File: config.mk
export PLATFORM = sky130hd
export DESIGN_NAME = cellsw_fabric
export DESIGN_NICKNAME = d
export VERILOG_FILES = /design/src/rtl/cellsw_pkg.sv /design/src/rtl/cellsw_group_tbl.sv /design/src/rtl/cellsw_lsb_pick.sv /design/src/rtl/cellsw_walker.sv /design/src/rtl/cellsw_fabric.sv
export SDC_FILE = /design/constraint.sdc
export NUM_CORES = 2
export LEC_CHECK = 0
export ABC_AREA = 1
export BUFFER_PORTS_ARGS = -buffer_cell sky130_fd_sc_hd__buf_2
export CAP_MARGIN = 20
export CORE_ASPECT_RATIO = 1.25
export CORE_UTILIZATION = 63
export DETAILED_ROUTE_END_ITERATION = 8
export GPL_ROUTABILITY_DRIVEN = 0
export PLACE_DENSITY = 0.78
export RECOVER_POWER = 100
export SYNTH_ARGS = -nofsm -noshare
export SYNTH_HDL_FRONTEND = slang
export SYNTH_SLANG_ARGS = --single-unit
File: constraint.sdc
create_clock -name clk -period 2.7 [get_ports clk]
set_input_delay 0.27 -clock clk [delete_from_list [all_inputs] [get_ports clk]]
set_output_delay 0.27 -clock clk [all_outputs]
set_load 0.005 [all_outputs]
File: src/rtl/cellsw_pkg.sv
package cellsw_pkg;

   typedef enum logic {
      CELL_UCAST = 1'b0,
      CELL_MCAST = 1'b1
   } cell_kind_e;

   function automatic int max2(input int a, input int b);
      return (a > b) ? a : b;
   endfunction

endpackage

File: src/rtl/cellsw_group_tbl.sv
module cellsw_group_tbl #(
   parameter int N_DEST         = 8,
   parameter int N_GROUPS       = 256,
   parameter bit CLEAR_ON_RESET = 1'b1,
   localparam int GRP_W         = $clog2(N_GROUPS)
) (
   input  logic              clk,
   input  logic              rst_n,
   input  logic              wr_en,
   input  logic [GRP_W-1:0]  wr_addr,
   input  logic [N_DEST-1:0] wr_bits,
   input  logic [GRP_W-1:0]  rd_addr,
   output logic [N_DEST-1:0] rd_bits
);

   logic [N_DEST-1:0] entry_q [N_GROUPS];

   generate
      if (CLEAR_ON_RESET) begin : g_clear
         always_ff @(posedge clk or negedge rst_n) begin
            if (!rst_n) begin
               for (int i = 0; i < N_GROUPS; i++) entry_q[i] <= '0;
            end else if (wr_en) begin
               entry_q[wr_addr] <= wr_bits;
            end
         end
      end else begin : g_noclear
         always_ff @(posedge clk) begin
            if (wr_en) entry_q[wr_addr] <= wr_bits;
         end
      end
   endgenerate

   // read is combinational from the stored array: a write lands at the edge,
   // so a cell sampled in the same cycle still sees the previous entry
   assign rd_bits = entry_q[rd_addr];

endmodule

File: src/rtl/cellsw_lsb_pick.sv
module cellsw_lsb_pick #(
   parameter int N = 8
) (
   input  logic [N-1:0] vec,
   output logic [N-1:0] pick,
   output logic [N-1:0] rest
);

   logic [N:0] seen;

   assign seen[0] = 1'b0;

   generate
      for (genvar i = 0; i < N; i++) begin : g_bit
         assign pick[i]   = vec[i] & ~seen[i];
         assign seen[i+1] = seen[i] | vec[i];
      end
   endgenerate

   assign rest = vec & ~pick;

endmodule

File: src/rtl/cellsw_walker.sv
module cellsw_walker #(
   parameter int N_DEST    = 8,
   parameter int PAYLOAD_W = 32,
   parameter int CNT_W     = 16
) (
   input  logic                 clk,
   input  logic                 rst_n,
   input  logic                 take,
   input  logic [N_DEST-1:0]    take_bits,
   input  logic [PAYLOAD_W-1:0] take_payload,
   output logic [N_DEST-1:0]    cur_pick,
   output logic [PAYLOAD_W-1:0] cur_payload,
   output logic                 can_take,
   output logic [CNT_W-1:0]     drops
);

   logic [N_DEST-1:0]    pend_q;
   logic [N_DEST-1:0]    rest;
   logic [PAYLOAD_W-1:0] pay_q;
   logic [CNT_W-1:0]     drop_q;

   cellsw_lsb_pick #(.N(N_DEST)) pick_i (
      .vec  (pend_q),
      .pick (cur_pick),
      .rest (rest)
   );

   always_ff @(posedge clk or negedge rst_n) begin
      if (!rst_n) begin
         pend_q <= '0;
         pay_q  <= '0;
         drop_q <= '0;
      end else begin
         if (take) begin
            pend_q <= take_bits;
            pay_q  <= take_payload;
            if (take_bits == '0 && drop_q != '1) drop_q <= drop_q + 1'b1;
         end else begin
            pend_q <= rest;
         end
      end
   end

   assign can_take    = (rest == '0);
   assign cur_payload = pay_q;
   assign drops       = drop_q;

endmodule

File: src/rtl/cellsw_fabric.sv
module cellsw_fabric
   import cellsw_pkg::*;
#(
   parameter int N_DEST         = 8,
   parameter int N_GROUPS       = 256,
   parameter int PAYLOAD_W      = 32,
   parameter int CNT_W          = 16,
   parameter bit CLEAR_ON_RESET = 1'b1,
   localparam int DEST_W        = $clog2(N_DEST),
   localparam int GRP_W         = $clog2(N_GROUPS),
   localparam int ID_W          = max2(DEST_W, GRP_W)
) (
   input  logic                 clk,
   input  logic                 rst_n,
   input  logic                 in_valid,
   output logic                 in_ready,
   input  logic                 in_mcast,
   input  logic [ID_W-1:0]      in_id,
   input  logic [PAYLOAD_W-1:0] in_payload,
   input  logic                 tbl_wr_en,
   input  logic [GRP_W-1:0]     tbl_wr_addr,
   input  logic [N_DEST-1:0]    tbl_wr_bits,
   output logic [N_DEST-1:0]    out_valid,
   output logic [PAYLOAD_W-1:0] out_payload,
   output logic [CNT_W-1:0]     drop_count
);

   generate
      if (N_DEST < 2)                  begin : g_bad_dest  $error("N_DEST must be at least 2");        end
      if ((1 << GRP_W) != N_GROUPS)    begin : g_bad_grp   $error("N_GROUPS must be a power of two"); end
      if (CNT_W < 1 || PAYLOAD_W < 1)  begin : g_bad_width $error("widths must be positive");         end
   endgenerate

   cell_kind_e        kind;
   logic              accept;
   logic [N_DEST-1:0] grp_bits;
   logic [N_DEST-1:0] uc_bits;
   logic [N_DEST-1:0] new_bits;

   assign kind   = cell_kind_e'(in_mcast);
   assign accept = in_valid & in_ready;

   cellsw_group_tbl #(
      .N_DEST         (N_DEST),
      .N_GROUPS       (N_GROUPS),
      .CLEAR_ON_RESET (CLEAR_ON_RESET)
   ) tbl_i (
      .clk     (clk),
      .rst_n   (rst_n),
      .wr_en   (tbl_wr_en),
      .wr_addr (tbl_wr_addr),
      .wr_bits (tbl_wr_bits),
      .rd_addr (in_id[GRP_W-1:0]),
      .rd_bits (grp_bits)
   );

   // unicast decode: an identifier outside the destination range sets no bit
   generate
      for (genvar d = 0; d < N_DEST; d++) begin : g_uc
         assign uc_bits[d] = (in_id == ID_W'(d));
      end
   endgenerate

   assign new_bits = (kind == CELL_MCAST) ? grp_bits : uc_bits;

   cellsw_walker #(
      .N_DEST    (N_DEST),
      .PAYLOAD_W (PAYLOAD_W),
      .CNT_W     (CNT_W)
   ) walk_i (
      .clk          (clk),
      .rst_n        (rst_n),
      .take         (accept),
      .take_bits    (new_bits),
      .take_payload (in_payload),
      .cur_pick     (out_valid),
      .cur_payload  (out_payload),
      .can_take     (in_ready),
      .drops        (drop_count)
   );

endmodule

==> results <==
- The flow ran to the end, but the final reports show violations.
- The checks that failed: max-capacitance violations, max-slew violations, negative setup slack.
- The worst min-delay path class is in2reg.
- The top cell types in the final layout, fill and taps aside, are sky130_fd_sc_hd__nand2_1 (5289), sky130_fd_sc_hd__dfrtp_1 (2104), sky130_fd_sc_hd__o21ai_0 (2056).
- At the later pin of the worst-skew pair, clock insertion delay measures 880 ps.
- The via count of the routed design is 87293.
- The number of max-cap violations is 6.
- After global routing the overflow that remains totals 0.
- The startpoint type of the worst setup path is an input pin.
- The overall die height is 435.6 microns.
- Summing the areas of all fa, ha and maj instances in the mapped netlist gives 0.01321% of the synthesized area.
- The final hold violation count came to 0.
- The final-layout fill cell count is 11403.
- Of the available clock period, the critical path in the final layout requires 114.7%.
- Summing every instance area after synthesis gives 0.09474 sq mm.
- In the routed design, unresolved DRC markers number 0.
- Row generation in the floorplan step produced 158 rows.
- The share of synthesized area in the top cell type comes to 55.57%.
- The post-synthesis cell type count is 32.
- The simple logic cell fraction of the synthesized area is 27.25%.
- The deepest level of the CTS H-tree is 4.
- The detailed router finished its first iteration with 12160 violations.
- The critical path starts at tbl_wr_addr[3].
- The share of the synthesized netlist area taken by xor and xnor gates is 0.1294%.
- The largest area contributor in the netlist is sky130_fd_sc_hd__dfrtp_1.
- The data arrival time of the worst path is 3830 ps.
- Measured against its own limit, the worst slew margin works out to -65.18%.
- The multi-input combinational cells in the finished layout cover a total of 0.03845 sq mm.
- The capturing element type of the critical path is a flip-flop.
- The average wire per standard cell is 21.78 microns.
- The share of the core filled with cells is 72.15%.
- The clock skew after layout is 24.47 ps.
- The library cell used most frequently in the layout, excluding fill and tap cells, is sky130_fd_sc_hd__nand2_1.
- The maximum number of pins on one net before global-route repair is 125.
- Pin placement for this block handled 118 I/O pins.
- A synthesized cell averages 7.813 sq um.
- The sequential-to-total area share from yosys stat is 55.57%.
- After layout, the minimum clock period comes to 3097 ps.
- The estimated wirelength of the detail-placed design is 196300 microns.
- From synthesis to final layout, the design area changed by 13.37%.
- The first-pass GRT wire length is 479300 microns.
- The initial antenna violation count was 14.
- The startpoint of the most critical hold path is tbl_wr_bits[1].
- The buffer cell driving the clock tree root is sky130_fd_sc_hd__clkbuf_16.
- The minimum setup slack in the final design is -396.5 ps.
- The sequential cells in the finished layout cover a total of 0.05265 sq mm.
- Sorting the synthesized cells by area gives the leading types as sky130_fd_sc_hd__dfrtp_1 (56%), sky130_fd_sc_hd__nand2_1 (21%), sky130_fd_sc_hd__o21ai_0 (11%).
- The reg-to-reg startpoint is tbl_i.entry_q[208].
- The worst vdd rail ir drop is 0.7446 mV.
- The critical path is of the in2reg type.
- The net count of the finished layout is 12193.
- The post-placement worst setup slack is -970.7 ps.
- The number of pins with negative max-slew slack in the final report is 135.
- After technology mapping, the gate count stands at 12127.
- The clock tree buffer depth is 3.
- TritonCTS built the clock tree.
- Derived from the worst setup path, the maximum achievable clock frequency is 322.9 MHz.
- The post-route netlist has 9.147% of its cells at a drive strength greater than 1.
- The initial core utilization is 63.65%.
- The total global routing track utilization is 40.87%.
- The areal power density over the cells is 657.6 mW/mm^2.
- Counting flops and latches in the post-synthesis netlist gives 2104.
- The final cell count without fillers is 14309.
- In this run the remaining antenna-violating nets after routing total 0.
- The standby leakage power is 50.73 nW.
- After synthesis, the largest family of logic cells by area is simple AND/OR/NAND/NOR gates.
- The count of TritonRoute iterations in the first routing pass is 9.
- The floorplan step set the die width to 348.9 microns.
- The core region is 0.1489 sq mm.
- The CTS sink count is 2104.
- During synthesis, Yosys emitted a total of 0 warnings.
- The final-report setup violation count is 422.
- The floorplan step defined a die boundary enclosing 0.1520 sq mm.
- Setup repair after global routing could not meet its margin everywhere.
- The count of port buffers added during placement is 117.
- Counting the buffers created by CTS gives 199.
- The transition time at the pin with the least slew margin is 2478 ps.
- The post-synthesis net count is 12189.
- After synthesis, the share of cell area in mux cells is 0%.
- The final layout contains routed wiring with a total length of 311600 microns.
- The data required time at the worst endpoint is 3440 ps.
- Using the TritonRoute via totals, the vias-per-cell ratio works out to 6.101.
- The via count of the first global-routing pass was 83379.
- The synthesized netlist devotes 12.19% of its cell area to compound gates.
- The number of instances in the placed design is 13866.
- The post-CTS clock slew at the launch and capture registers of the worst setup and hold paths is 60 ps.
- The critical-path maximum fanout is 16.
[flip-flops by register name, indices dropped and copies added (netlist names)]
name and flops:
walk_i.drops 16, tbl_i.entry_q 2048, walk_i.pend_q 8, walk_i.cur_payload 32
[path summary, 6_finish.rpt]
path / endpoint / depth (start not counted) / slack (ps)
max: tbl_i.entry_q[1634] / 6 / -400
max reg2reg: walk_i.drops[7] / 20 / 10
min in group asynchronous: tbl_i.entry_q[83] / 3 / 1620
min reg2reg: walk_i.cur_payload[21] / 2 / 480
max in group asynchronous: walk_i.cur_payload[9] / 3 / -130
min: tbl_i.entry_q[609] / 3 / 20
[area by class of cell]
type,instances,share of cell area (%)
flip-flops and latches,2104,49.02
diodes,10,0.02330
repair buffers,676,5.680
inverters,236,0.9051
multi-input cells,8914,35.79
well taps,2000,2.330
clock buffers,291,5.533
clock inverters,78,0.7152
[cell families (layout without fill, tap and decap cells)]
kind of cell,count (synthesis),count (layout)
DFF,2104,2104
other,0,10
AOI/OAI and AO/OA,2304,2304
buffers and inverters,1109,1281
xor gates and xnor gates,14,14
and+or+nand+nor,6595,6595
adders and majority gates,1,1
[layer usage]
layer	track usage, %	share of wire (%)	up-vias	routed length (microns)
li1	-	-	38879	-
met1	53.11	37	41813	115000
met2	61.70	45	5341	139800
met3	9.682	11	1246	34370
met4	26.33	7.2	14	22320
met5	0	0.028	-	87
[critical path, stage by stage]
cell                       delay, ps
sky130_fd_sc_hd__clkbuf_1        180
sky130_fd_sc_hd__or2_0           470
sky130_fd_sc_hd__nor2_4          160
sky130_fd_sc_hd__clkbuf_1       1330
sky130_fd_sc_hd__nand2_1         890
sky130_fd_sc_hd__o21ai_0         500
[what timing repair did]
item	CTS	global route
gates resized for setup	34	194
setup buffers	8	13
endpoints found under the setup margin	18	50
hold buffers	42	0
pin swaps	9	64
gates cloned	0	1
endpoints found under the hold margin	1497	0
[per-stage QoR]
stage | total power, mW | TNS, ps | hold WS [ps] | cell area [sq um]
2_1_floorplan | 38.16 | 0 | -25.59 | 94740
3_3_place_gp | 41.53 | -17460 | 190.0 | 99730
3_5_place_dp | 41.80 | -18290 | 189.2 | 99730
5_1_grt | 72.67 | -50760 | 26.37 | 107400
4_1_cts | 70.37 | -56.32 | 2.996 | 107100
6_report | 70.63 | -43380 | 15.73 | 107400
[power by group]
part	switching (mW)	internal, mW
Sequential	1.04	33.3
Combinational	5.11	2.34
Clock	12.5	16.4
Total	18.6	52.0
[cells in the mapped netlist (all sizes together)]
master	instances
a21oi	237
a22oi	6
and2	2
buf	271
clkbuf	602
clkinv	1
dfrtp	2104
ha	1
inv	235
nand2	5360
nand3	392
nand4	200
nor2	625
nor3	10
nor4	5
o21ai	2060
o22ai	1
or2	1
xnor2	1
xor2	13
Power figures use the tool's default switching activity.
